$ cat src/rtl/itc_pkg.sv
package itc_pkg;

  localparam int unsigned REG_W = 32;

  // Expiry: running, a tick this cycle, count at zero, and no load write competing.
  function automatic logic f_expires(input logic run, input logic tick,
                                     input logic at_zero, input logic load);
    return run & tick & at_zero & ~load;
  endfunction

  // One step of the down count.
  function automatic logic [REG_W-1:0] f_dec(input logic [REG_W-1:0] c);
    return c - 1'b1;
  endfunction

  // The next pending flag: an expiry beats a clear.
  function automatic logic f_irq_next(input logic cur, input logic expire,
                                      input logic clr);
    return expire | (cur & ~clr);
  endfunction

endpackage

$ cat src/rtl/itc_regfile.sv
module itc_regfile #(
  parameter int unsigned CNT_W   = 29,
  parameter int unsigned ADDR_W  = 3,
  parameter int unsigned EN_BIT  = 31,
  parameter int unsigned PER_BIT = 30,
  parameter int unsigned CLR_BIT = 30,
  parameter logic [ADDR_W-1:0] CTRL_OFS = 3'h0,
  parameter logic [ADDR_W-1:0] CLR_OFS  = 3'h4
) (
  input  logic                     clk_i,
  input  logic                     rst_ni,
  input  logic                     wr_en_i,
  input  logic [ADDR_W-1:0]        addr_i,
  input  logic [itc_pkg::REG_W-1:0] wdata_i,
  input  logic                     run_i,
  input  logic [CNT_W-1:0]         cnt_i,
  input  logic                     irq_i,
  output logic                     ev_load_o,
  output logic                     ev_clr_o,
  output logic                     load_en_o,
  output logic                     load_per_o,
  output logic [CNT_W-1:0]         load_val_o,
  output logic [itc_pkg::REG_W-1:0] rdata_o
);
  localparam int unsigned W = itc_pkg::REG_W;

  logic [W-1:0] ctrl_q;

  assign ev_load_o  = wr_en_i && (addr_i == CTRL_OFS);
  assign ev_clr_o   = wr_en_i && (addr_i == CLR_OFS) && wdata_i[CLR_BIT];
  assign load_en_o  = wdata_i[EN_BIT];
  assign load_per_o = wdata_i[PER_BIT];
  assign load_val_o = wdata_i[CNT_W-1:0];

  always_ff @(posedge clk_i or negedge rst_ni) begin
    if (!rst_ni)        ctrl_q <= '0;
    else if (ev_load_o) ctrl_q <= wdata_i;
  end

  always_comb begin
    rdata_o = '0;
    if (addr_i == CTRL_OFS) begin
      rdata_o         = ctrl_q;
      rdata_o[EN_BIT] = run_i;
    end else if (addr_i == CLR_OFS) begin
      rdata_o[CNT_W-1:0] = cnt_i;
      rdata_o[CLR_BIT]   = irq_i;
    end
  end
endmodule

$ cat src/rtl/itc_counter.sv
module itc_counter #(
  parameter int unsigned CNT_W = 29
) (
  input  logic             clk_i,
  input  logic             rst_ni,
  input  logic             tick_i,
  input  logic             load_i,
  input  logic             load_en_i,
  input  logic             load_per_i,
  input  logic [CNT_W-1:0] load_val_i,
  output logic [CNT_W-1:0] cnt_o,
  output logic [CNT_W-1:0] reload_o,
  output logic             run_o,
  output logic             per_o,
  output logic             expire_o
);
  import itc_pkg::*;

  logic [CNT_W-1:0] cnt_q, reload_q;
  logic             run_q, per_q;
  logic             at_zero;

  assign at_zero  = (cnt_q == '0);
  assign expire_o = f_expires(run_q, tick_i, at_zero, load_i);

  always_ff @(posedge clk_i or negedge rst_ni) begin
    if (!rst_ni) begin
      cnt_q    <= '0;
      reload_q <= '0;
      run_q    <= 1'b0;
      per_q    <= 1'b0;
    end else if (load_i) begin
      cnt_q    <= load_val_i;
      reload_q <= load_val_i;
      run_q    <= load_en_i;
      per_q    <= load_per_i;
    end else if (expire_o) begin
      if (per_q) cnt_q <= reload_q;
      else       run_q <= 1'b0;
    end else if (run_q && tick_i) begin
      cnt_q <= CNT_W'(f_dec(REG_W'(cnt_q)));
    end
  end

  assign cnt_o    = cnt_q;
  assign reload_o = reload_q;
  assign run_o    = run_q;
  assign per_o    = per_q;
endmodule

$ cat src/rtl/itc_irq.sv
module itc_irq (
  input  logic clk_i,
  input  logic rst_ni,
  input  logic expire_i,
  input  logic clr_i,
  output logic irq_o
);
  import itc_pkg::*;

  logic irq_q;

  always_ff @(posedge clk_i or negedge rst_ni) begin
    if (!rst_ni) irq_q <= 1'b0;
    else         irq_q <= f_irq_next(irq_q, expire_i, clr_i);
  end

  assign irq_o = irq_q;
endmodule

$ cat src/rtl/interval_timer_chan.sv
module interval_timer_chan #(
  parameter int unsigned CNT_W  = 29,
  parameter int unsigned ADDR_W = 3
) (
  input  logic              clk_i,
  input  logic              rst_ni,
  input  logic              tick_i,
  input  logic              wr_en_i,
  input  logic [ADDR_W-1:0] addr_i,
  input  logic [31:0]       wdata_i,
  output logic [31:0]       rdata_o,
  output logic              irq_o
);
  localparam int unsigned EN_BIT  = 31;
  localparam int unsigned PER_BIT = 30;
  localparam int unsigned CLR_BIT = 30;

  // Named internal events, brought out for the checker.
  logic             ev_load, ev_clr, ev_expire;
  logic             load_en, load_per;
  logic [CNT_W-1:0] load_val, cnt, reload;
  logic             run_en, periodic;

  itc_regfile #(
    .CNT_W(CNT_W), .ADDR_W(ADDR_W), .EN_BIT(EN_BIT),
    .PER_BIT(PER_BIT), .CLR_BIT(CLR_BIT),
    .CTRL_OFS(ADDR_W'(0)), .CLR_OFS(ADDR_W'(4))
  ) u_regs (
    .clk_i(clk_i), .rst_ni(rst_ni), .wr_en_i(wr_en_i), .addr_i(addr_i),
    .wdata_i(wdata_i), .run_i(run_en), .cnt_i(cnt), .irq_i(irq_o),
    .ev_load_o(ev_load), .ev_clr_o(ev_clr), .load_en_o(load_en),
    .load_per_o(load_per), .load_val_o(load_val), .rdata_o(rdata_o)
  );

  itc_counter #(.CNT_W(CNT_W)) u_cnt (
    .clk_i(clk_i), .rst_ni(rst_ni), .tick_i(tick_i), .load_i(ev_load),
    .load_en_i(load_en), .load_per_i(load_per), .load_val_i(load_val),
    .cnt_o(cnt), .reload_o(reload), .run_o(run_en), .per_o(periodic),
    .expire_o(ev_expire)
  );

  itc_irq u_irq (
    .clk_i(clk_i), .rst_ni(rst_ni), .expire_i(ev_expire),
    .clr_i(ev_clr), .irq_o(irq_o)
  );
endmodule

$ cat config.mk
export PLATFORM = sky130hd
export DESIGN_NAME = interval_timer_chan
export DESIGN_NICKNAME = d
export VERILOG_FILES = /design/src/rtl/itc_pkg.sv /design/src/rtl/itc_regfile.sv /design/src/rtl/itc_counter.sv /design/src/rtl/itc_irq.sv /design/src/rtl/interval_timer_chan.sv
export SDC_FILE = /design/constraint.sdc
export NUM_CORES = 1
export LEC_CHECK = 0
export CAP_MARGIN = 20
export CORE_MARGIN = 1
export CORE_UTILIZATION = 57
export DETAILED_ROUTE_END_ITERATION = 6
export PLACE_DENSITY = 0.86
export SLEW_MARGIN = 15
export SYNTH_ARGS = -nofsm -noshare
export SYNTH_HDL_FRONTEND = slang
export SYNTH_SLANG_ARGS = --single-unit
$ cat constraint.sdc
create_clock -name clk_i -period 3.9 [get_ports clk_i]
set_clock_uncertainty 0.05 [all_clocks]
set_input_delay 0.78 -clock clk_i [delete_from_list [all_inputs] [get_ports clk_i]]
set_output_delay 0.78 -clock clk_i [all_outputs]
set_load 0.005 [all_outputs]
== After elaboration in Yosys (flattened, before gate mapping) ==
Index checks and enable logic that the tools add are counted.

* Flip-flop bits (word level): 92
* Input bits: 39
* Output and inout port bits: 33
* Word-level logic and storage cells: 40

* Add/subtract/negate cells: 1
* Eq/ne operators: 3
* Mux-type cells: 13
* Bitwise gates (word level): 7
* Reduce and logical (&&, ||, !) cells: 10

{| class="wikitable"
|+ Operators with widths
! operator !! count
|-
| $mux W29 || 6
|-
| $logic_not A29 Y1 || 1
|-
| $sub A29 B1 Y29 const B || 1
|-
| $mux W1 || 7
|-
| $and A1 B1 Y1 || 4
|-
| $logic_and A1 B1 Y1 || 4
|-
| $reduce_and A2 Y1 || 2
|-
| $eq A3 B3 Y1 const B || 1
|-
| $logic_not A3 Y1 || 1
|-
| $ne A3 B3 Y1 const B || 1
|-
| $reduce_bool A3 Y1 || 1
|-
| $ne A2 B1 Y1 const B || 1
|-
| $not A1 Y1 || 2
|-
| $reduce_bool A2 Y1 || 1
|-
| $or A1 B1 Y1 || 1
|}

== Logic depth before layout (Yosys ltp) ==
Gate-level depths: netlist (run 1).

* Word-level depth: 6
* Mapped depth: 11
* Mapped depth without buffers: 8

== Hierarchy ==
A second synthesis (run 1) with hierarchy kept.

* Cell total of the unflattened synthesis: 544
* Area total of the unflattened synthesis: 5421.4 um^2

{| class="wikitable"
|+ By module, submodules not included
! module !! times used !! cells an instance !! area each (um^2) !! seq. area each (um^2)
|-
| itc_counter || 1 || 371 || 3485.8 || 1501.4
|-
| itc_regfile || 1 || 170 || 1899.3 || 775.7
|-
| itc_irq || 1 || 3 || 36.3 || 25.0
|}

== Worst setup path before layout (run 1) ==
OpenSTA, ideal clock, no wires.

* Path type: input to output
* From: in addr_i[2]
* To: out rdata_o[10]
* Data arrival time: 1770 ps
* Data required time: 3070 ps
* Path slack: 1300 ps
* Stages on the path: 3
* Buffers on the path: 1
* Cell sequence: nor3_1 -> clkbuf_1 -> a22o_1

* Cells in the longest elaborated chain, start to end: 3
* Elaborated cells between the ends (all ways): 4
* Those cells by class: 1 x eq/ne; 2 x mux; 1 x reduce/logical

{| class="wikitable"
|+ Ends and longest elaborated chain
! element !! RTL line !! text
|-
| start: declaration || interval_timer_chan.sv:9 || <nowiki>input logic [ADDR_W-1:0] addr_i,</nowiki>
|-
| $eq A3 B3 Y1 || itc_regfile.sv:45 || <nowiki>end else if (addr_i == CLR_OFS) begin</nowiki>
|-
| $mux W29 || itc_regfile.sv:45 ||
|-
| $mux W29 * || itc_regfile.sv:42 || <nowiki>if (addr_i == CTRL_OFS) begin</nowiki>
|-
| end: declaration || interval_timer_chan.sv:11 || <nowiki>output logic [31:0] rdata_o,</nowiki>
|}

Mark *: on every way between the ends. The rest lies on a longest branch, timed or not.

== Worst setup path after layout (run 1) ==
* From: in addr_i[1]
* To: out rdata_o[8]

The elaborated chain is that of the path after synthesis.

==> results_dict.tcl, run 1 <==
set metrics [dict create \
    status "finished clean" \
    report.power.total_w 0.001994 \
    crit_chain "clkdlybuf4s50_1, nor3_2, buf_4, a22o_1, clkdlybuf4s50_1" \
    syn_inst 474 \
    ys_seq_elements 62 \
    hold_class "flip-flop to flip-flop" \
    final_cell_mix "109 x nand2_1, 70 x clkdlybuf4s50_1, 62 x dfrtp_1" \
    path_clk_slew_ps 60 \
    tightest_slew_ps 1135 \
    synth_top_family_by_area "simple AND/OR/NAND/NOR gates" \
    first_iter_violations 359 \
    insertion_delay_ps 350 \
    clock_path_buffers 2 \
    die_w_microns 85.01 \
    first_pass_iters 5 \
    setup_tns_ps 0 \
    power.switching_w 0.0007177 \
    ir_drop_mv 0.3363 \
    ctsResizeCount 0 \
    cts_tree "built" \
    synth_edf_count 0 \
    grt-ovfl-total 0 \
    cts_buffers 9 \
    timing.final.crit_share 0.8646 \
    min_period_ps 3372 \
    grt_pass1_vias 3973 \
    dieHeight_microns 85.01 \
    dp_cells 601 \
    layout-drive-gt1-share 0.08349 \
    vias_per_cell 6.830 \
    synth-async-reset-ratio 1.000 \
    nets 576 \
    synth_compound_area_frac 0.2494 \
    pwr-share-comb 0.270 \
    synth-simple-area-share 0.2963 \
    worstHoldPathCells 2 \
    diodes 0 \
    synth_top_cell_by_area "dfrtp_1" \
    cp.arrival_ps 2540 \
    num_io_pins 72 \
    core_area_sq_mm 0.006495 \
    synth_top_area_frac 0.3950 \
    synth_mux_area_frac 0.005097 \
    ff2ff_path_depth 9 \
    row_count 29 \
    hold_violations 0 \
    layout_commonest_cell "nand2_1" \
    synth_cell_types 61 \
    hpwl_mm 8.311 \
    worstSetupEndpointType "output pin" \
    criticalPathCategory "input port to output pin" \
    crit_path_start_kind "input port" \
    place.gp.congestion 0.9743 \
    cellLeakagePower_nw 2.037 \
    antenna_found_initial 0 \
    setup_viol 0 \
    layout.filler_cells 489 \
    htreeDepth 3 \
    synth_area_leaders "dfrtp_1 40%, nand2_1 10%, a22o_1 6.9%" \
    cts_setup_buffers 0 \
    cap_violations 0 \
    relSlewSlack 0.2435 \
    vias 4207 \
    synth_flop_cell "dfrtp_1" \
    start_util 0.6047 \
    path_common_cell "clkdlybuf4s50_1" \
    ctsHoldBuffers 0 \
    synthAdderAreaFrac 0.006371 \
    worstPathRequired_ps 3070 \
    dieArea_sq_mm 0.007227 \
    critPathMaxFanout 35 \
    grt_pass1_wl_mm 20.22 \
    p_clk_frac 0.258 \
    grtUsageTotal 0.3572 \
    rsz0062_at_grt "false" \
    max_stage_delay_ps 500 \
    drv_slew 0 \
    syn_to_final_growth_pct 24.24 \
    power.internal_w 0.001276 \
    max_freq_mhz 296.6 \
    fin_cells 616 \
    io_buffer_count 71 \
    seq_area_frac_synth 0.3950 \
    syn_nets 515 \
    root_buffer "clkbuf_8" \
    critPathSlowestCell "clkdlybuf4s50_1" \
    synth_area_sq_mm 0.003928 \
    power.share.switching 0.3599 \
    drc 0 \
    seqPwrFrac 0.472 \
    drt-wirelength-per-cell_microns 19.91 \
    yosys_warnings 0 \
    final_antenna_net_count 0 \
    syn_area_per_cell_sq_um 8.286 \
    p_per_area_mw_per_mm2 408.6 \
    clock_sinks 62 \
    synth_xor_area_frac 0 \
    grt_max_degree 39 \
    wirelength_mm 12.27 \
]
## final cells by class
type | count | area, sq um | area share
Multi-Input combinational cell | 368 | 2200 | 0.4508
Timing Repair Buffer | 87 | 838.3 | 0.1718
Sequential cell | 62 | 1551 | 0.3179
Inverter | 7 | 26.28 | 0.005385
Tap cell | 77 | 96.34 | 0.01974
Clock buffer | 14 | 162.7 | 0.03333
Clock inverter | 1 | 5.005 | 0.001026
## power groups by stage
stage	clock network (W)	logic (W)	registers, W
floorplan	0	0.000341	0.000884
global placement	0	0.000512	0.000937
detailed placement	0	0.000529	0.000943
CTS	0.000511	0.000534	0.000933
global route	0.000542	0.000591	0.000957
finish	0.000514	0.000539	0.000941
## layer usage
| layer | share of wire | global-route usage | wire length (microns) |
|---|---|---|---|
| met5 | 0 | 0 | 0 |
| met4 | 0.020 | 0.1156 | 243 |
| met3 | 0.083 | 0.06615 | 1022 |
| met2 | 0.48 | 0.5777 | 5879 |
| met1 | 0.42 | 0.4877 | 5121 |
## stage by stage
step | worst slack [ps] | instance area, sq um | hold slack (ps) | utilization
2_1_floorplan | 1300 | 3928 | 387.4 | -
3_3_place_gp | 533.1 | 4712 | 402.4 | 0.7255
3_5_place_dp | 480.8 | 4712 | 430.9 | 0.7255
4_1_cts | 547.7 | 4880 | 446.4 | 0.7513
5_1_grt | 484.5 | 4880 | 468.5 | 0.7513
6_report | 528.1 | 4880 | 442.4 | 0.7513
## Yosys cell counts, types with 10 or more instances
master,n
o21ai_0,17
a31oi_1,15
nor3_1,11
o211ai_1,10
a22o_1,31
nand2_1,109
clkbuf_1,23
a21oi_1,10
nand3_1,15
dfrtp_1,62
nor2_1,33
## registers in the layout, summed over array words and instances, names as in the netlist
signal	count
u_regs.ctrl_q	31
u_cnt.cnt_o	29
u_cnt.run_o	1
u_irq.irq_o	1
## worst paths after layout
check / start / end / slack [ps]
max: addr_i[1] / rdata_o[8] / 530
min: u_regs.ctrl_q[29] / u_regs.ctrl_q[29] / 440
max reg2reg: u_cnt.cnt_o[0] / u_cnt.cnt_o[15] / 950
min reg2reg: u_regs.ctrl_q[29] / u_regs.ctrl_q[29] / 440
max in group asynchronous: rst_ni / u_regs.ctrl_q[8] / 2430
min in group asynchronous: rst_ni / u_regs.ctrl_q[13] / 510
## critical path, delay by kind of cell
kind / cells / cell delay [ps]
buffers and inverters: 3 / 1350
and+or+nand+nor: 1 / 160
AOI/OAI and AO/OA: 1 / 230
## logic make-up (layout without fill, tap and decap cells)
logic type / Yosys count / in the layout
simple gates: 234 / 234
mux: 2 / 2
fa+ha+maj: 2 / 2
flops: 62 / 62
compound gates: 130 / 130
buf+inv: 44 / 109
Note: power is estimated with default switching activity, not from simulation.
==> inputs of run 2 (changes only) <==
CELL_PAD_IN_SITES_DETAIL_PLACEMENT = 2   (was default)
CELL_PAD_IN_SITES_GLOBAL_PLACEMENT = 2   (was default)
CORE_UTILIZATION = 34   (was 57)
PLACE_DENSITY = default   (was 0.86)
PLACE_DENSITY_LB_ADDON = 0.1   (was default)
==> run 2 against run 1 <==
Global-route usage down 7.8 points. Worst setup slack better by 52 ps. Utilization down 28 points. Via count down 1.5%.
==> results_dict.tcl, run 2 (same netlist as run 1, synthesis figures left out) <==
set metrics [dict create \
    die_w_microns 109.5 \
    ir_drop_mv 0.1780 \
    layout.filler_cells 1259 \
    rsz0062_at_grt "false" \
    crit_path_start_kind "flip-flop" \
    cts_setup_buffers 0 \
    ctsResizeCount 0 \
    status "finished clean" \
    use_met3 0.04624 \
    post_dp_cell_area_sq_mm 0.004853 \
    regMostFlops "u_regs.ctrl_q" \
    dieArea_sq_mm 0.01198 \
    fin_cells 681 \
    row_count 38 \
    dp_cells 667 \
    htreeDepth 3 \
    r2r_slack_ps 580 \
    worstPathRequired_ps 4030 \
    critPathMaxFanout 9 \
    diodes 0 \
    path_clk_slew_ps 50 \
    num_io_pins 72 \
    drc 0 \
    grt_pass1_wl_mm 25.14 \
    relSlewSlack 0.3806 \
    grt_pass1_vias 4560 \
    io_buffer_count 71 \
    worstSetupEndpointType "flip-flop" \
    place.gp.congestion 0.8693 \
    first_pass_iters 4 \
    largest_reg_flops 31 \
    grtUsageTotal 0.2793 \
    hpwl_mm 10.84 \
    drv_slew 0 \
    clock_path_buffers 2 \
    drt-wirelength-per-cell_microns 22.87 \
    cp.arrival_ps 3450 \
    final_antenna_net_count 0 \
    ff2ff_path_depth 7 \
    use_met2 0.4650 \
    hold_class "input port to asynchronous set/reset pin" \
    wirelength_mm 15.58 \
    vias_per_cell 6.082 \
    syn_to_final_growth_pct 30.97 \
    grtUsageMet1 0.3674 \
    dieHeight_microns 109.5 \
    final_cell_mix "108 x nand2_1, 70 x clkdlybuf4s50_1, 62 x dfrtp_1" \
    criticalPathCategory "flip-flop to flip-flop" \
    min_period_ps 3320 \
    vias 4142 \
    setup_viol 0 \
    grt-ovfl-total 0 \
    nets 579 \
    max_freq_mhz 301.2 \
    setup_tns_ps 0 \
    fin_area_sq_mm 0.005144 \
    root_buffer "clkbuf_16" \
    clock_sinks 62 \
    insertion_delay_ps 330 \
    layout-drive-gt1-share 0.09057 \
    cts_tree "built" \
    start_util 0.3561 \
    layout_commonest_cell "nand2_1" \
    core_area_sq_mm 0.01103 \
    timing.hold.ws_ps 405.0 \
    p_per_area_mw_per_mm2 454.3 \
    hold_violations 0 \
    tightest_slew_ps 920.6 \
    regToRegStartpoint "u_cnt.cnt_o[7]" \
    cap_violations 0 \
    grt_max_degree 45 \
    cts_buffers 9 \
    first_iter_violations 197 \
    antenna_found_initial 0 \
    grt.busiest_layer "met2" \
    timing.final.crit_share 0.8513 \
    cellLeakagePower_nw 2.115 \
    r2r-end "u_cnt.cnt_o[20]" \
    ctsHoldBuffers 0 \
]
[run 2: how the worst max path moves through the flow]
stage,start,endpoint,slack (ps),cells past startpoint
floorplan,addr_i[2],rdata_o[10],1300,3
detailed placement,addr_i[2],rdata_o[4],590,5
finish,u_cnt.cnt_o[7],u_cnt.cnt_o[20],580,7
global route,u_cnt.cnt_o[7],u_cnt.cnt_o[20],420,7
global placement,addr_i[2],rdata_o[10],680,5
CTS,u_cnt.cnt_o[7],u_cnt.cnt_o[20],570,7
[run 2: worst max-delay path, cell delays in order (launching register included)]
cell and delay, ps:
dfrtp_1 470, nor4_1 820, and2_1 310, and4_1 510
buf_4 280, nor3_1 80, a2111oi_0 480, a2111oi_0 150
[run 2: final cells by class]
| cell class | count | area [sq um] | area share |
|---|---|---|---|
| clock buffers | 13 | 260.3 | 0.05060 |
| well taps | 140 | 175.2 | 0.03405 |
| clock inverters | 1 | 30.03 | 0.005838 |
| repair buffers | 90 | 898.4 | 0.1747 |
| multi-input cells | 368 | 2202 | 0.4281 |
| flip-flops and latches | 62 | 1551 | 0.3016 |
| inverters | 7 | 26.28 | 0.005108 |
[run 2: report_power, final]
group	leakage (nW)	internal, W	switching [W]
sequential	0.771	0.000769	0.000180
clock	0.142	0.000523	0.000294
combinational	1.20	0.000254	0.000316
[run 2: metrics by stage]
step	total power [W]	utilization	setup WS, ps
after floorplan	0.001225	-	1300
after CTS	0.002345	0.4663	572.8
after global routing	0.002449	0.4663	417.1
after detailed placement	0.001522	0.4400	590.1
final	0.002337	0.4663	579.9
after global placement	0.001480	0.4400	678.8
[run 2: layer usage]
| metal | part of all wire | routed length, microns |
|---|---|---|
| met5 | 0 | 0 |
| met4 | 0.015 | 226 |
| met1 | 0.44 | 6917 |
| met2 | 0.50 | 7777 |
| met3 | 0.042 | 653 |
==> inputs of run 3 (changes only) <==
PLACE_DENSITY_LB_ADDON = 0.15   (was 0.1)
==> run 3 against run 2 <==
Sequential cell count unchanged. Clock power decreased by 7.3%. Final cell count increased by 0.29%. First-iteration DRC count decreased by 29%. Routed wire length decreased by 0.87%. Combinational power about the same. Worst setup slack improved by 31 ps. Worst hold slack got worse by 1.5 ps. Maximum frequency increased by 0.94%. Critical path type is now input port to output pin.
==> results_dict.tcl, run 3 (same netlist as run 1, synthesis figures left out) <==
set metrics [dict create \
    status "finished clean" \
    num_io_pins 72 \
    max_freq_mhz 304.0 \
    wirelength_mm 15.44 \
    path_common_cell "clkdlybuf4s50_1" \
    critPathBufInv 3 \
    worstPathRequired_ps 3070 \
    io_buffer_count 71 \
    row_count 38 \
    drt-wirelength-per-cell_microns 22.61 \
    hold_class "input port to asynchronous set/reset pin" \
    grt-ovfl-total 0 \
    tightest_slew_ps 805.5 \
    clock_sinks 62 \
    dp_cells 668 \
    grt_pass1_vias 4747 \
    timing.final.crit_share 0.8433 \
    rsz0062_at_grt "false" \
    relSlewSlack 0.4581 \
    min_period_ps 3289 \
    register_area_sq_mm 0.001551 \
    critPathMaxFanout 31 \
    diodes 0 \
    use_met2 0.4928 \
    vias_per_cell 6.100 \
    criticalPathCategory "input port to output pin" \
    grt.busiest_layer "met2" \
    timing.final.ws_setup_ps 611.0 \
    worstSetupEndpointType "output pin" \
    crit_chain "clkdlybuf4s50_1, nor3b_2, buf_12, a22o_1, clkdlybuf4s50_1" \
    p_per_area_mw_per_mm2 445.4 \
    layout.filler_cells 1266 \
    cap_violations 0 \
    vias 4166 \
    first_pass_iters 4 \
    layout_commonest_cell "nand2_1" \
    cellLeakagePower_nw 2.109 \
    grt_pass1_wl_mm 25.06 \
    ctsHoldBuffers 0 \
    final_cell_mix "108 x nand2_1, 70 x clkdlybuf4s50_1, 62 x dfrtp_1" \
    start_util 0.3561 \
    clock_path_buffers 2 \
    place.gp.congestion 0.8513 \
    use_met3 0.06817 \
    hold_violations 0 \
    cp.arrival_ps 2460 \
    finish.utilization 0.4639 \
    insertion_delay_ps 350 \
    critPathSlowestCell "clkdlybuf4s50_1" \
    drc 0 \
    setup_viol 0 \
    crit_path_start_kind "input port" \
    syn_to_final_growth_pct 30.30 \
    first_iter_violations 139 \
    cts_setup_buffers 0 \
    grtUsageMet1 0.3296 \
    largest_reg_flops 31 \
    regMostFlops "u_regs.ctrl_q" \
    final_antenna_net_count 0 \
    drv_slew 0 \
    cts_buffers 9 \
    grtUsageTotal 0.2775 \
    antenna_found_initial 0 \
    multi_input_area_sq_mm 0.002202 \
    core_area_sq_mm 0.01103 \
    root_buffer "clkbuf_16" \
    htreeDepth 3 \
    dieArea_sq_mm 0.01198 \
    layout-drive-gt1-share 0.09208 \
    grt_max_degree 36 \
    fin_cells 683 \
    ctsResizeCount 0 \
    crit_family "buffers and inverters" \
    nets 580 \
    cts_tree "built" \
    hpwl_mm 10.71 \
    setup_tns_ps 0 \
    die_w_microns 109.5 \
    dpl_worst_slack_ps 635.1 \
    max_stage_delay_ps 510 \
    path_clk_slew_ps 50 \
    dieHeight_microns 109.5 \
    ir_drop_mv 0.2989 \
]
==> run 3: changes by cell type in the layout (fill, tap and decap cells not counted), sizes merged <==
cell    before  now
bufinv       1    0
clkinv       0    1
clkbuf      13   14
buf         20   21
==> run 3: metrics by stage <==
stage	hold slack (ps)	power [W]	area, sq um
finish	403.5	0.002279	5117
global route	450.8	0.002384	5117
CTS	432.1	0.002290	5117
floorplan	387.4	0.001225	3928
detailed placement	420.8	0.001520	4848
global placement	401.8	0.001481	4848
==> run 3: final timing paths <==
check | startpoint | endpoint | slack (ps) | depth (start not counted)
worst max-delay path | addr_i[2] | rdata_o[5] | 610 | 5
worst min register to register | u_regs.ctrl_q[29] | u_regs.ctrl_q[29] | 430 | 2
max in group asynchronous | rst_ni | u_cnt.cnt_o[25] | 2460 | 2
worst min-delay path | rst_ni | u_cnt.cnt_o[17] | 400 | 1
min in group clk_i | u_regs.ctrl_q[29] | u_regs.ctrl_q[29] | 430 | 2
worst max register to register | u_cnt.cnt_o[7] | u_cnt.cnt_o[3] | 780 | 7
==> run 3: cell type report <==
type	instances	share of cell area
multi-input cells	368	0.4303
flip-flops and latches	62	0.3032
repair buffers	91	0.1746
clock buffers	14	0.05159
well taps	140	0.03423
inverters	7	0.005134
clock inverters	1	0.0009780
==> run 3: layer usage <==
layer / up-vias / wire [microns]
met2: 100 / 7817
met3: 28 / 681
met4: 0 / 295
met1: 2146 / 6646
li1: 1892 / -
met5: - / 0
==> run 3: power breakdown <==
part	switching [W]	total [W]	internal, W	leakage [nW]
Clock	0.000297	0.000757	0.000460	0.133
Sequential	0.000181	0.000950	0.000769	0.771
Combinational	0.000317	0.000571	0.000254	1.21
Total	0.000796	0.00228	0.00148	2.11
